**config.mk**
```make
export PLATFORM = sky130hd
export DESIGN_NAME = sburst_sram
export DESIGN_NICKNAME = d
export VERILOG_FILES = /design/src/rtl/sbs_pkg.sv /design/src/rtl/sbs_ctrl.sv /design/src/rtl/sbs_addr_gen.sv /design/src/rtl/sbs_array.sv /design/src/rtl/sburst_sram.sv
export SDC_FILE = /design/constraint.sdc
export NUM_CORES = 2
export LEC_CHECK = 0
export BUFFER_PORTS_ARGS = -buffer_cell sky130_fd_sc_hd__buf_2
export CELL_PAD_IN_SITES_DETAIL_PLACEMENT = 1
export CELL_PAD_IN_SITES_GLOBAL_PLACEMENT = 2
export CORE_MARGIN = 4
export CORE_UTILIZATION = 52
export CTS_CLUSTER_SIZE = 16
export DETAILED_ROUTE_END_ITERATION = 12
export HOLD_SLACK_MARGIN = 0.1
export PLACE_DENSITY = 0.8
export SKIP_CTS_REPAIR_TIMING = 1
export SKIP_LAST_GASP = 1
export SYNTH_ARGS = -nofsm -noshare
export SYNTH_HDL_FRONTEND = slang
export SYNTH_HIERARCHICAL = 1
export SYNTH_SLANG_ARGS = --single-unit
export TNS_END_PERCENT = 5
```
**constraint.sdc**
```tcl
create_clock -name clk -period 2.7 [get_ports clk]
set_clock_uncertainty 0.2 [all_clocks]
set_input_delay 0.135 -clock clk [delete_from_list [all_inputs] [get_ports clk]]
set_output_delay 0.135 -clock clk [all_outputs]
set_load 0.005 [all_outputs]
```
**src/rtl/sbs_pkg.sv**
```systemverilog
package sbs_pkg;
  // Access carried by the registered stage for one cycle.
  typedef enum logic [1:0] {
    OP_NONE = 2'd0,
    OP_RD   = 2'd1,
    OP_WR   = 2'd2
  } op_e;
endpackage

```
**src/rtl/sbs_ctrl.sv**
```systemverilog
module sbs_ctrl
  import sbs_pkg::*;
#(
  parameter int ADDR_W = 6,
  parameter int LANES  = 4,
  parameter int LANE_W = 9,
  localparam int WORD_W = LANES * LANE_W
) (
  input  logic              clk,
  input  logic              rst_n,
  input  logic [ADDR_W-1:0] addr,
  input  logic [WORD_W-1:0] wdata,
  input  logic              ce_n,
  input  logic              strb_p_n,
  input  logic              strb_c_n,
  input  logic              adv_n,
  input  logic [LANES-1:0]  lane_we_n,
  input  logic              bwe_n,
  input  logic              gw_n,
  output logic [ADDR_W-1:0] base_q,
  output logic [1:0]        cnt_q,
  output logic              active_q,
  output op_e               op_q,
  output logic [LANES-1:0]  mask_q,
  output logic [WORD_W-1:0] wdata_q
);

  logic             p_start, c_start, c_desel;
  logic [LANES-1:0] req_mask;
  logic             wr_req;

  logic [ADDR_W-1:0] base_d;
  logic [1:0]        cnt_d;
  logic              active_d;
  op_e               op_d;
  logic [LANES-1:0]  mask_d;

  // Per-lane write request: global write wins over the lane enables.
  for (genvar i = 0; i < LANES; i++) begin : g_lane_req
    assign req_mask[i] = !gw_n || (!bwe_n && !lane_we_n[i]);
  end
  assign wr_req = |req_mask;

  // Processor strobe only counts when selected; it wins over the controller strobe.
  assign p_start = !strb_p_n && !ce_n;
  assign c_start = !strb_c_n && !ce_n && !p_start;
  assign c_desel = !strb_c_n &&  ce_n && !p_start;

  always_comb begin
    base_d   = base_q;
    cnt_d    = cnt_q;
    active_d = active_q;
    op_d     = OP_NONE;
    mask_d   = '0;
    if (p_start) begin
      base_d   = addr;
      cnt_d    = 2'd0;
      active_d = 1'b1;
      op_d     = OP_RD;
    end else if (c_start) begin
      base_d   = addr;
      cnt_d    = 2'd0;
      active_d = 1'b1;
      op_d     = wr_req ? OP_WR : OP_RD;
      mask_d   = req_mask;
    end else if (c_desel) begin
      active_d = 1'b0;
    end else if (active_q) begin
      if (!adv_n) cnt_d = cnt_q + 2'd1;
      op_d   = wr_req ? OP_WR : OP_RD;
      mask_d = req_mask;
    end
  end

  always_ff @(posedge clk or negedge rst_n) begin
    if (!rst_n) begin
      base_q   <= '0;
      cnt_q    <= '0;
      active_q <= 1'b0;
      op_q     <= OP_NONE;
      mask_q   <= '0;
    end else begin
      base_q   <= base_d;
      cnt_q    <= cnt_d;
      active_q <= active_d;
      op_q     <= op_d;
      mask_q   <= mask_d;
    end
  end

  // Write data register: no reset, loaded only for write cycles.
  always_ff @(posedge clk) begin
    if (op_d == OP_WR) wdata_q <= wdata;
  end

endmodule

```
**src/rtl/sbs_addr_gen.sv**
```systemverilog
module sbs_addr_gen #(
  parameter int ADDR_W = 6
) (
  input  logic [ADDR_W-1:0] base,
  input  logic [1:0]        cnt,
  input  logic              mode,
  output logic [ADDR_W-1:0] burst_addr
);

  logic [1:0] low;

  // mode=1: interleaved (XOR), mode=0: linear (add, wraps in group of four).
  always_comb begin
    if (mode) low = base[1:0] ^ cnt;
    else      low = base[1:0] + cnt;
  end

  assign burst_addr = {base[ADDR_W-1:2], low};

endmodule

```
**src/rtl/sbs_array.sv**
```systemverilog
module sbs_array
  import sbs_pkg::*;
#(
  parameter int ADDR_W = 6,
  parameter int LANES  = 4,
  parameter int LANE_W = 9,
  localparam int WORD_W = LANES * LANE_W,
  localparam int DEPTH  = 1 << ADDR_W
) (
  input  logic              clk,
  input  logic              rst_n,
  input  op_e               op,
  input  logic [LANES-1:0]  mask,
  input  logic [ADDR_W-1:0] acc_addr,
  input  logic [WORD_W-1:0] wdata,
  output logic [WORD_W-1:0] rdata_q,
  output logic              rvalid_q
);

  logic [WORD_W-1:0] rd_word;

  // One storage array per lane, each with its own write enable.
  for (genvar i = 0; i < LANES; i++) begin : g_lane
    logic [LANE_W-1:0] lane_mem [DEPTH];
    always_ff @(posedge clk) begin
      if (op == OP_WR && mask[i])
        lane_mem[acc_addr] <= wdata[i*LANE_W +: LANE_W];
    end
    assign rd_word[i*LANE_W +: LANE_W] = lane_mem[acc_addr];
  end

  always_ff @(posedge clk) begin
    if (op == OP_RD) rdata_q <= rd_word;
  end

  always_ff @(posedge clk or negedge rst_n) begin
    if (!rst_n) rvalid_q <= 1'b0;
    else        rvalid_q <= (op == OP_RD);
  end

endmodule

```
**src/rtl/sburst_sram.sv**
```systemverilog
module sburst_sram
  import sbs_pkg::*;
#(
  parameter int ADDR_W = 6,
  parameter int LANES  = 4,
  parameter int LANE_W = 9,
  localparam int WORD_W = LANES * LANE_W
) (
  input  logic              clk,
  input  logic              rst_n,
  input  logic [ADDR_W-1:0] addr,
  input  logic [WORD_W-1:0] wdata,
  input  logic              ce_n,
  input  logic              strb_p_n,
  input  logic              strb_c_n,
  input  logic              adv_n,
  input  logic [LANES-1:0]  lane_we_n,
  input  logic              bwe_n,
  input  logic              gw_n,
  input  logic              oe_n,
  input  logic              mode,
  output logic [WORD_W-1:0] dout,
  output logic              dout_en
);

  logic [1:0]        rst_sync_q;
  logic              rst_int_n;
  logic [ADDR_W-1:0] burst_base;
  logic [1:0]        burst_cnt;
  logic              burst_act;
  op_e               acc_op;
  logic [LANES-1:0]  acc_mask;
  logic [WORD_W-1:0] acc_wdata;
  logic [ADDR_W-1:0] burst_addr;
  logic [WORD_W-1:0] rdata_q;
  logic              rvalid_q;

  // Asynchronous assertion, synchronous release.
  always_ff @(posedge clk or negedge rst_n) begin
    if (!rst_n) rst_sync_q <= '0;
    else        rst_sync_q <= {rst_sync_q[0], 1'b1};
  end
  assign rst_int_n = rst_sync_q[1];

  sbs_ctrl #(.ADDR_W(ADDR_W), .LANES(LANES), .LANE_W(LANE_W)) u_ctrl (
    .clk      (clk),
    .rst_n    (rst_int_n),
    .addr     (addr),
    .wdata    (wdata),
    .ce_n     (ce_n),
    .strb_p_n (strb_p_n),
    .strb_c_n (strb_c_n),
    .adv_n    (adv_n),
    .lane_we_n(lane_we_n),
    .bwe_n    (bwe_n),
    .gw_n     (gw_n),
    .base_q   (burst_base),
    .cnt_q    (burst_cnt),
    .active_q (burst_act),
    .op_q     (acc_op),
    .mask_q   (acc_mask),
    .wdata_q  (acc_wdata)
  );

  sbs_addr_gen #(.ADDR_W(ADDR_W)) u_agen (
    .base      (burst_base),
    .cnt       (burst_cnt),
    .mode      (mode),
    .burst_addr(burst_addr)
  );

  sbs_array #(.ADDR_W(ADDR_W), .LANES(LANES), .LANE_W(LANE_W)) u_array (
    .clk     (clk),
    .rst_n   (rst_int_n),
    .op      (acc_op),
    .mask    (acc_mask),
    .acc_addr(burst_addr),
    .wdata   (acc_wdata),
    .rdata_q (rdata_q),
    .rvalid_q(rvalid_q)
  );

  // Output enable acts combinationally on the drive flag.
  assign dout_en = rvalid_q && !oe_n;
  assign dout    = dout_en ? rdata_q : '0;

endmodule

```
==> flow_summary.json <==
{
  "status": "complete, but fails checks",
  "violations": "setup timing",
  "die_h_um": 428.6,
  "worst_pin_slew_ns": 1.085,
  "p_per_area_nw_per_um2": 798.8,
  "die_width_um": 428.6,
  "clock_sinks": 2394,
  "synth-async-reset-ratio": 0.007519,
  "yosys-top-cells-count": "edfxtp_1, nor2_1, a221oi_1",
  "area_growth_pct": 24.91,
  "critPathArrivalTime_ns": 4.24,
  "place.detailed.hpwl_um": 212600,
  "rsz0062_at_grt": "yes",
  "syn-instance-count": 5236,
  "synth.most_common_cell": "edfxtp_1",
  "antenna_found_initial": 30,
  "end_kind": "register",
  "synth_largest_area_cell": "edfxtp_1",
  "synth_edf_count": 2376,
  "num-fill-cells": 14926,
  "synth_top_family_by_area": "compound AO/OA/AOI/OAI gates",
  "max_cap_violations": 0,
  "cts_max_path_buffers": 3,
  "vdd_ir_drop_max_uv": 793.1,
  "met2_wirelength_um": 162000,
  "syn_area_per_cell_um2": 17.57,
  "crit_type": "register to register",
  "tritoncts": "yes",
  "core_um2": 176100,
  "post-route-drc-count": 0,
  "dr_wl_met3_um": 44180,
  "cts-root-buf": "clkbuf_16",
  "finalHoldViolCount": 0,
  "slew_headroom": 0.2768,
  "netlist_top_cells_area": "edfxtp_1, a221oi_1, a22oi_1, mux4_2, mux2i_1",
  "syn-num-nets": 5293,
  "layout_setup_ws_ns": -0.9992,
  "synthMuxAreaShare": 0.05932,
  "hold_slack_ns": 0.1285,
  "fin_setup_tns_ns": -1299.20,
  "drtIter0Drc": 10839,
  "setup_viol": 2377,
  "cpMaxStageDelayCell": "nor2b_4",
  "synth_compound_area_frac": 0.09930,
  "clk_pin_slew_ns": 0.07,
  "initial_core_util": 0.5223,
  "slew_viol_final": 0,
  "critical-path-top-delay-family": "simple AND/OR/NAND/NOR gates",
  "worstPathRequired_ns": 3.24,
  "overflow": 0,
  "avgRoutedWirePerCell_um": 39.89,
  "drt-met1-wl_um": 119900,
  "grt_max_degree": 65,
  "ys_seq_area_frac": 0.7806,
  "grt_pass1_vias": 60301,
  "ys.flop_type": "edfxtp_1",
  "gp_congestion": 0.9452,
  "routed_wl_um": 353400,
  "yosys.area_share.simple": 0.03979,
  "drive_gt1_frac": 0.3034,
  "clock_latency_ns": 0.92,
  "final_antenna_net_count": 0,
  "fmax_mhz": 270.3,
  "cp_common_cell": "buf_12",
  "via_count": 61450,
  "syn_area_um2": 91980,
  "cpPeakStageDelay_ns": 0.48,
  "dieArea_um2": 183700,
  "worst-path-max-fanout": 13,
  "min_period_over_period": 1.370,
  "ys_ff_latch": 2394,
  "critPathLaunchType": "register",
  "h-tree-depth": 4,
  "drt_first_pass_iters": 7,
  "final_nets": 6312,
  "worstHoldPathType": "register to asynchronous set/reset pin",
  "p_leak_nw": 38.01,
  "crit_buf_inv": 5,
  "path_cells": "ha_4 > nor2b_4 > xnor2_4 > buf_12 > buf_12 > buf_12 > nor2b_4 > clkbuf_16 > buf_4 > a221oi_1 > nor3_1 > a2111oi_2 > nand4_1",
  "rrSetupSlack_ns": -1.0,
  "viasPerCell": 6.936,
  "synth-xor-area-share": 0.0003809,
  "synth_top_area_share": 0.7757,
  "synth-warning-count": 6,
  "post-route-min-period_ns": 3.699,
  "power_mw": 91.78,
  "port_buffers": 92,
  "top_layer_used": "met5",
  "rows": 154,
  "synthAdderAreaFrac": 0.0001360,
  "synth_cell_types": 69,
  "cts_buffers": 234,
  "grt_first_pass_wirelength_um": 453600,
  "track_usage": 0.3460,
  "io_pins": 93
}
[flip-flops by register name, summed over array words and instances, names as in the netlist]
| signal | flops |
|---|---|
| u_ctrl/mask_q | 4 |
| u_ctrl/base_q | 6 |
| rst_sync_q | 2 |
| u_ctrl/active_q | 1 |
| u_array/rvalid_q | 1 |
| u_ctrl/op_q | 2 |
| u_array/rdata_q | 36 |
| u_ctrl/wdata_q | 36 |
| u_ctrl/cnt_q | 2 |
| u_array/g_lane.lane_mem | 2304 |
[report_power, final]
| group | leakage (nW) | internal, mW | switching (mW) |
|---|---|---|---|
| Combinational | 12.8 | 6.98 | 10.9 |
| Clock | 3.59 | 17.7 | 14.6 |
| Sequential | 21.6 | 41.2 | 0.435 |
[logic make-up after synthesis]
group	Yosys count
AOI/OAI and AO/OA	1252
xor gates and xnor gates	4
adders and majority gates	1
buffers and inverters	403
DFF	2394
muxes	398
other	1
and+or+nand+nor	783
[cell usage in the layout, fill, tap and decap left out, drive strengths merged, types with 124 or more instances in the layout]
master	instances
a21oi	196
edfxtp	2376
nand2	135
buf	1038
nor2	414
mux2i	157
o22ai	172
a221oi	319
clkbuf	315
a22oi	316
mux2	137
dlygate4sd3	124
[layer usage]
metal  GRT usage  vias to the layer above
met2      0.5403                     5021
li1            -                    23627
met5           0                        -
met4      0.1829                       22
met3     0.07220                     1243
met1      0.4623                    31537
[layout make-up]
| class | count | area [um2] | area share |
|---|---|---|---|
| diodes | 76 | 190.2 | 0.001655 |
| clock buffers | 297 | 6187 | 0.05385 |
| clock inverters | 128 | 1096 | 0.009540 |
| inverters | 2 | 17.52 | 0.0001525 |
| multi-input cells | 2443 | 20120 | 0.1751 |
| flip-flops and latches | 2394 | 71800 | 0.6249 |
| well taps | 2340 | 2928 | 0.02548 |
| repair buffers | 1180 | 12550 | 0.1092 |
[path summary, 6_finish.rpt]
kind | endpoint | cells after the start | from
worst max-delay path | u_array/rdata_q[17] | 13 | u_ctrl/cnt_q[0]
worst min-delay path | u_ctrl/op_q[1] | 1 | rst_sync_q[1]
worst max register to register | u_array/rdata_q[17] | 13 | u_ctrl/cnt_q[0]
worst min register to register | u_ctrl/op_q[1] | 1 | rst_sync_q[1]
max in group asynchronous | u_ctrl/base_q[2] | 1 | rst_sync_q[1]
min in group clk | rst_sync_q[1] | 0 | rst_sync_q[0]
[stage by stage]
| step | utilization | std cells | instance area, um2 | setup slack (ns) |
|---|---|---|---|---|
| 6_report | 0.6524 | 8860 | 114900 | -0.9992 |
| 3_3_place_gp | 0.5887 | 8166 | 103700 | -1.479 |
| 5_1_grt | 0.6523 | 8855 | 114900 | -1.189 |
| 4_1_cts | 0.6302 | 8593 | 111000 | -1.611 |
| 3_5_place_dp | 0.5888 | 8168 | 103700 | -1.562 |
| 2_1_floorplan | - | 5236 | 92200 | -0.3613 |
Power figures use the tool's default switching activity.
